File: src/rtl/trace_pkg.sv
package trace_pkg;

  typedef enum logic [1:0] {
    MODE_FLOW   = 2'b00,
    MODE_LOOP   = 2'b01,
    MODE_DETAIL = 2'b10,
    MODE_PCONLY = 2'b11
  } traceMode_t;

  typedef struct packed {
    logic store;
    logic clear;
  } capStrobe_t;

endpackage

File: src/rtl/trace_ctrl.sv
module trace_ctrl
  import trace_pkg::*;
#(
  parameter int W = 16
) (
  input  logic             clk,
  input  logic             porRstN,
  input  logic             sysRstN,
  input  logic             secureIn,
  input  logic             armSet,
  input  logic             armClr,
  input  logic             trigIn,
  input  logic             recValid,
  input  logic             recCof,
  input  logic             recMem,
  input  logic [W-1:0]     recAddr,
  input  logic [W-1:0]     recData,
  input  logic [W-1:0]     recPc,
  input  logic             cfgWe,
  input  logic             cfgEnableWr,
  input  logic [1:0]       cfgModeWr,
  input  logic             cfgAlignWr,
  input  logic             lastSlot,
  output capStrobe_t       stb,
  output logic [2*W-1:0]   lineOut,
  output logic             cfgEnable,
  output logic [1:0]       cfgMode,
  output logic             cfgAlign,
  output logic             armed
);

  traceMode_t    modeQ;
  logic          started;
  logic          lastValid;
  logic [W-1:0]  lastAddr;
  logic          sessionGate;
  logic          recWanted;
  logic          doStore;
  logic          doClear;
  logic          endByTrig;
  logic          endByFull;
  logic          anyRst;

  assign anyRst = !porRstN || !sysRstN;

  // Configuration fields with their write locks
  always_ff @(posedge clk) begin
    if (anyRst) begin
      cfgEnable <= 1'b0;
      modeQ     <= MODE_FLOW;
      cfgAlign  <= 1'b0;
    end else if (cfgWe && !armed) begin
      modeQ    <= traceMode_t'(cfgModeWr);
      cfgAlign <= cfgAlignWr;
      if (!secureIn) cfgEnable <= cfgEnableWr;
    end
  end

  assign cfgMode = modeQ;

  // Session window
  always_comb begin
    if (cfgAlign) sessionGate = started || trigIn;
    else          sessionGate = !trigIn;
  end

  // Record qualification by capture mode
  always_comb begin
    recWanted = 1'b0;
    lineOut   = '0;
    unique case (modeQ)
      MODE_FLOW: begin
        recWanted = recValid && recCof;
        lineOut   = {recAddr, recPc};
      end
      MODE_LOOP: begin
        recWanted = recValid && recCof && !(lastValid && (recAddr == lastAddr));
        lineOut   = {recAddr, recPc};
      end
      MODE_DETAIL: begin
        recWanted = recValid && recMem;
        lineOut   = {recAddr, recData};
      end
      MODE_PCONLY: begin
        recWanted = recValid;
        lineOut   = {{W{1'b0}}, recPc};
      end
      default: begin
        recWanted = 1'b0;
        lineOut   = '0;
      end
    endcase
  end

  assign doClear   = armSet && !armClr;
  assign doStore   = armed && cfgEnable && !secureIn && !armClr && !armSet
                     && sessionGate && recWanted;
  assign endByTrig = armed && !cfgAlign && trigIn;
  assign endByFull = armed && cfgAlign && doStore && lastSlot;

  assign stb.store = doStore;
  assign stb.clear = doClear;

  // Arm state, post-trigger flag and last stored address
  always_ff @(posedge clk) begin
    if (anyRst) begin
      armed     <= 1'b0;
      started   <= 1'b0;
      lastValid <= 1'b0;
      lastAddr  <= '0;
    end else begin
      if (armClr)                      armed <= 1'b0;
      else if (armSet)                 armed <= 1'b1;
      else if (endByTrig || endByFull) armed <= 1'b0;

      if (doClear || armClr)                  started <= 1'b0;
      else if (armed && cfgAlign && trigIn)   started <= 1'b1;

      if (doClear) begin
        lastValid <= 1'b0;
      end else if (doStore) begin
        lastValid <= 1'b1;
        lastAddr  <= recAddr;
      end
    end
  end

  p_enable_lock_r4: assert property (@(posedge clk) disable iff (anyRst)
    (secureIn || armed) |=> $stable(cfgEnable));

  p_field_lock_r4: assert property (@(posedge clk) disable iff (anyRst)
    armed |=> ($stable(cfgMode) && $stable(cfgAlign)));

  p_secure_nostore_r5: assert property (@(posedge clk) disable iff (anyRst)
    secureIn |-> !stb.store);

  p_arm_rise_r12: assert property (@(posedge clk) disable iff (anyRst)
    $rose(armed) |-> $past(armSet && !armClr));

  p_disarm_wins_r12: assert property (@(posedge clk) disable iff (anyRst)
    armClr |=> !armed);

  p_trig_stops_r10: assert property (@(posedge clk) disable iff (anyRst)
    (armed && !cfgAlign && trigIn) |-> !stb.store);

endmodule

File: src/rtl/trace_store.sv
module trace_store
  import trace_pkg::*;
#(
  parameter int W     = 16,
  parameter int DEPTH = 64,
  localparam int LINE_W = 2 * W,
  localparam int PTR_W  = $clog2(DEPTH),
  localparam int CNT_W  = $clog2(DEPTH + 1)
) (
  input  logic              clk,
  input  logic              porRstN,
  input  logic              sysRstN,
  input  capStrobe_t        stb,
  input  logic [LINE_W-1:0] lineIn,
  input  logic              readEn,
  input  logic [PTR_W-1:0]  rdAddr,
  output logic              lastSlot,
  output logic [CNT_W:0]    lineCount,
  output logic [LINE_W-1:0] rdData
);

  logic [LINE_W-1:0] mem [DEPTH];
  logic [PTR_W-1:0]  wrPtr;
  logic [PTR_W-1:0]  wrPtrNext;
  logic [CNT_W-1:0]  count;
  logic              full;
  logic              anyRst;

  assign anyRst = !porRstN || !sysRstN;

  generate
    if ((1 << PTR_W) == DEPTH) begin : g_pow2_wrap
      assign wrPtrNext = wrPtr + 1'b1;
    end else begin : g_cmp_wrap
      assign wrPtrNext = (wrPtr == PTR_W'(DEPTH - 1)) ? '0 : wrPtr + 1'b1;
    end
  endgenerate

  assign lastSlot = (count == CNT_W'(DEPTH - 1));

  always_ff @(posedge clk) begin
    if (stb.store) mem[wrPtr] <= lineIn;
  end

  always_ff @(posedge clk) begin
    if (anyRst) begin
      wrPtr <= '0;
      count <= '0;
    end else if (stb.clear) begin
      wrPtr <= '0;
      count <= '0;
    end else if (stb.store) begin
      wrPtr <= wrPtrNext;
      if (count != CNT_W'(DEPTH)) count <= count + 1'b1;
    end
  end

  // Full flag: power-on reset only
  always_ff @(posedge clk) begin
    if (!porRstN)                     full <= 1'b0;
    else if (!sysRstN)                full <= full;
    else if (stb.clear)               full <= 1'b0;
    else if (stb.store && lastSlot)   full <= 1'b1;
  end

  assign lineCount = {full, count};
  assign rdData    = readEn ? mem[rdAddr] : '0;

  p_count_sat_r2: assert property (@(posedge clk) disable iff (anyRst)
    count <= CNT_W'(DEPTH));

  p_full_at_top_r2: assert property (@(posedge clk) disable iff (anyRst)
    (count == CNT_W'(DEPTH)) |-> full);

  p_full_keeps_r3: assert property (@(posedge clk) disable iff (!porRstN)
    (full && !stb.clear) |=> full);

  p_clear_empties_r3: assert property (@(posedge clk) disable iff (anyRst)
    stb.clear |=> (lineCount == '0));

endmodule

File: src/rtl/trace_capture.sv
module trace_capture
  import trace_pkg::*;
#(
  parameter int W     = 16,
  parameter int DEPTH = 64,
  localparam int LINE_W = 2 * W,
  localparam int PTR_W  = $clog2(DEPTH),
  localparam int CNT_W  = $clog2(DEPTH + 1)
) (
  input  logic              clk,
  input  logic              porRstN,
  input  logic              sysRstN,
  input  logic              secureIn,
  input  logic              armSet,
  input  logic              armClr,
  input  logic              trigIn,
  input  logic              recValid,
  input  logic              recCof,
  input  logic              recMem,
  input  logic [W-1:0]      recAddr,
  input  logic [W-1:0]      recData,
  input  logic [W-1:0]      recPc,
  input  logic              cfgWe,
  input  logic              cfgEnableWr,
  input  logic [1:0]        cfgModeWr,
  input  logic              cfgAlignWr,
  output logic              cfgEnable,
  output logic [1:0]        cfgMode,
  output logic              cfgAlign,
  output logic              armed,
  output logic [CNT_W:0]    lineCount,
  input  logic [PTR_W-1:0]  rdAddr,
  output logic [LINE_W-1:0] rdData
);

  capStrobe_t        stb;
  logic [LINE_W-1:0] line;
  logic              lastSlot;

  trace_ctrl #(.W(W)) u_ctrl (
    .clk(clk), .porRstN(porRstN), .sysRstN(sysRstN), .secureIn(secureIn),
    .armSet(armSet), .armClr(armClr), .trigIn(trigIn),
    .recValid(recValid), .recCof(recCof), .recMem(recMem),
    .recAddr(recAddr), .recData(recData), .recPc(recPc),
    .cfgWe(cfgWe), .cfgEnableWr(cfgEnableWr), .cfgModeWr(cfgModeWr),
    .cfgAlignWr(cfgAlignWr), .lastSlot(lastSlot),
    .stb(stb), .lineOut(line),
    .cfgEnable(cfgEnable), .cfgMode(cfgMode), .cfgAlign(cfgAlign),
    .armed(armed)
  );

  trace_store #(.W(W), .DEPTH(DEPTH)) u_store (
    .clk(clk), .porRstN(porRstN), .sysRstN(sysRstN),
    .stb(stb), .lineIn(line), .readEn(cfgEnable), .rdAddr(rdAddr),
    .lastSlot(lastSlot), .lineCount(lineCount), .rdData(rdData)
  );

endmodule

File: config.mk
export PLATFORM = sky130hd
export DESIGN_NAME = trace_capture
export DESIGN_NICKNAME = d
export VERILOG_FILES = /design/src/rtl/trace_pkg.sv /design/src/rtl/trace_ctrl.sv /design/src/rtl/trace_store.sv /design/src/rtl/trace_capture.sv
export SDC_FILE = /design/constraint.sdc
export NUM_CORES = 2
export LEC_CHECK = 0
export CORE_ASPECT_RATIO = 0.75
export CORE_UTILIZATION = 50
export CTS_CLUSTER_DIAMETER = 50
export CTS_CLUSTER_SIZE = 30
export DETAILED_ROUTE_END_ITERATION = 6
export PLACE_DENSITY = 0.72
export SLEW_MARGIN = 25
export SYNTH_ARGS = -nofsm -noshare
export SYNTH_HDL_FRONTEND = slang
export SYNTH_SLANG_ARGS = --single-unit
File: constraint.sdc
create_clock -name clk -period 4.7 [get_ports clk]
set_clock_uncertainty 0.15 [all_clocks]
set_input_delay 0.705 -clock clk [delete_from_list [all_inputs] [get_ports clk]]
set_output_delay 0.705 -clock clk [all_outputs]
set_load 0.01 [all_outputs]
==> metrics.md <==
| Metric | Value |
|---|---|
| Congestion Overflow GR | 0 |
| Share of cells above drive strength 1 | about 29% |
| Max stage delay on crit path | around 0.63 ns |
| Setup crit end kind | primary output |
| Synthesized cell area | 0.0807 mm2 |
| IO Pins | 114 |
| Yosys warnings | 0 |
| Max Freq | 214 MHz |
| CP max-delay cell | clkdlybuf4s50_1 |
| Gpl congestion | 0.845 |
| Gr usage total | 25.9% |
| Worst Path Max Fanout | 33 |
| Die area | 0.163 mm2 |
| Clock Latency Late Sink | approximately 0.8 ns |
| Routed WL | 209 mm |
| First-pass GRT wire length | between 200 and 300 mm |
| Pins Over Slew Limit | 0 |
| Post-CTS Setup Bufs | 0 |
| Worst min path class | primary input to flop |
| RSZ-0062 raised after global routing | false |
| DP Worst Slack | -0.196 ns |
| Total power | 0.0352 W |
| CTS Sinks | 2085 |
| Fillers | 11400 |
| Worst-margin pin slew | 1.09 ns |
| Post-synth ARST share | 0% |
| #FFs+latches synth | 2085 |
| Final Cycle Share | 99.7% |
| Wirelength per Cell | 33.7 um |
| Final Setup Violations | 0 |
| Pre-antenna DRT Iters | 6 |
| Core area | about 0.16 mm2 |
| Run status | complete, no violations |
| Clock H-tree levels | 4 |
| Dpl hpwl | 123 mm |
| Antenna viol nets, final | 0 |
| Post-Syn Nets | 3696 |
| WS Path Type | primary input to primary output |
| Leak | 28.7 nW |
| Root buffer cell | clkbuf_16 |
| Final hold violation count | 0 |
| Peak supply drop | 0.000417 V |
| Nets | 4039 |
| Post-synthesis sequential area ratio | 77.1% |
| Residual DRC | 0 |
| Multi-input gate area | 0.0178 mm2 |
| Vias after detailed routing | slightly above 40000 |
| Register area | 0.0622 mm2 |
| Pwr per Cell Area | about 380 mW/mm2 |
| CTS buffer count | ~130 |
| Post-route setup slack | 0.0162 ns |
| Critical Path RT | just under 4 ns |
| Antenna cells | 0 |
| Chip Height | 350 um |
| Die X | 466 um |
| WP data arrival | 3.83 ns |
| CTS tree | done |
| Initial Utilization | a little over 50% |
| Rows | ~130 |
| Count of max-cap constraint violations | 0 |
| Largest net degree at the start of global routing | 65 |
| Post-synth EDFFs | 2048 |
| Via density | 6.56 |
| Clock slew at reported path FFs | about 0.07 ns |
| Worst-path cell chain | buf_8 > buf_12 > buf_4 > mux4_2 > and2_1 > a211oi_1 > a21oi_1 > o22ai_1 > nor3_4 > clkdlybuf4s50_1 |
| Cells after Synth | 3624 |
| Hold buffers post-CTS | 0 |
| Antenna violations before repair | 3 |
| Placed Cells | between 5000 and 6000 |
| Worst rel slew slack | about 27% |
| Maximum clock path buffer count | 3 |
| Number of DRC markers in iteration 0 | roughly 5800 |
| P&R area growth vs syn | 13.6% |
| Port bufs | ~110 |
| Vias in the first global route | 39900 |
| Top FF cell, synth | edfxtp_1 |
| Distinct cells, synth | 70 |
| Filler-free cell count of the finished design | 6206 |
| Mean Syn Cell Area | 22.3 um2 |
| Min Clock Period, post-route | 4.68 ns |
| CP Launch Type | primary input |
cell families (layout without fill, tap and decap cells):
group | Yosys count | count (layout) | synth area share [%]
simple gates | 338 | 338 | 2.05
fa+ha+maj | 3 | 3 | 0.0465
compound gates | 274 | 274 | 2.45
mux | 690 | 690 | 16.6
buf+inv | 215 | 669 | 1.56
flops | 2085 | 2085 | 77.1
xor+xnor | 19 | 19 | 0.206
synth_stat cells (11+ instances only):
library cell  instances  area (um2)
edfxtp_1           2048       61500
mux4_2              516       11600
mux2i_1             149        1490
nor2_1              128         480
clkbuf_1             72         270
nand2_1              60         225
a22oi_1              54         405
buf_2                54         270
a21oi_1              46         230
buf_4                38         285
dfxtp_1              37         741
nand3_1              33         165
o21ai_0              33         165
and2_1               29         181
buf_6                26         293
a211oi_1             25         188
mux2_2               24         270
nor2b_1              24         150
a22o_1               23         201
a221oi_1             17         149
o22ai_1              16         100
xor2_1               15         131
nor3_1               12        60.1
buf_1                11        41.3
nand2b_1             11        68.8
worst max-delay path, delay by kind of cell:
family | cells | cell delay, ns
AO/OA/AOI/OAI | 3 | 0.70
buffers and inverters | 4 | 1.56
multiplexers | 1 | 0.25
AND/OR/NAND/NOR | 2 | 0.51
stage by stage:
stage / hold WS [ns] / cell area, um2 / TNS (ns) / util (%)
2_1_floorplan: 0.276 / 80700 / 0 / -
3_3_place_gp: 0.306 / 86700 / -0.194 / 54.2
3_5_place_dp: 0.335 / 86800 / -0.196 / 54.3
4_1_cts: 0.292 / 91700 / 0 / 57.3
5_1_grt: 0.345 / 91700 / 0 / 57.3
6_report: 0.341 / 91700 / 0 / 57.3
where the power goes:
group | total (W) | switching, W | internal (W)
registers | 0.0204 | 0.00000275 | 0.0204
logic | 0.00181 | 0.00107 | 0.000739
clock network | 0.0130 | 0.00682 | 0.00618
registers in the layout, indices dropped and copies added (netlist names), 2 cells and up:
signal	cells
u_ctrl.cfgMode	2
u_ctrl.lastAddr	16
u_store.count	7
u_store.mem	2048
u_store.wrPtr	6
path summary, 6_finish.rpt:
path         slack (ns)                   to  cells after the start              from
max                0.02            rdData[6]                     10         rdAddr[1]
min                0.34       u_ctrl.started                      2            armSet
max reg2reg        1.01  u_store.mem[43][30]                      6  u_ctrl.cfgEnable
min reg2reg        0.35     u_ctrl.lastValid                      2  u_ctrl.lastValid
what timing repair did:
| action | 4_1_cts | 5_1_grt |
|---|---|---|
| hold endpoints to repair | 0 | 0 |
| endpoints found under the setup margin | 4 | 2 |
| resized for setup | 4 | 2 |
layout make-up:
cell class	instances	share of cell area, %
Sequential cell	2085	67.9
Multi-Input combinational cell	1324	19.4
Timing Repair Buffer	412	4.49
Clock buffer	143	3.80
Tap cell	2128	2.90
Clock inverter	103	1.43
Inverter	11	0.0478
cell usage in the layout (no fill, tap or decap), types with 55 or more instances in the layout:
cell,Yosys,final
nand2_1,60,59
mux2i_1,149,149
mux4_2,516,516
buf_12,3,55
nor2_4,0,65
buf_4,38,243
nor2_1,128,61
clkdlybuf4s50_1,0,107
edfxtp_1,2048,2048
clkbuf_16,0,138
per-layer routing:
metal / up-vias / global-route usage (%) / wire length [um]
li1: 16000 / - / -
met1: 21700 / 38.0 / 82900
met2: 2646 / 38.7 / 95400
met3: 321 / 5.77 / 24000
met4: 2 / 8.65 / 6680
met5: - / 0 / 13
Note: power is estimated with default switching activity, not from simulation.
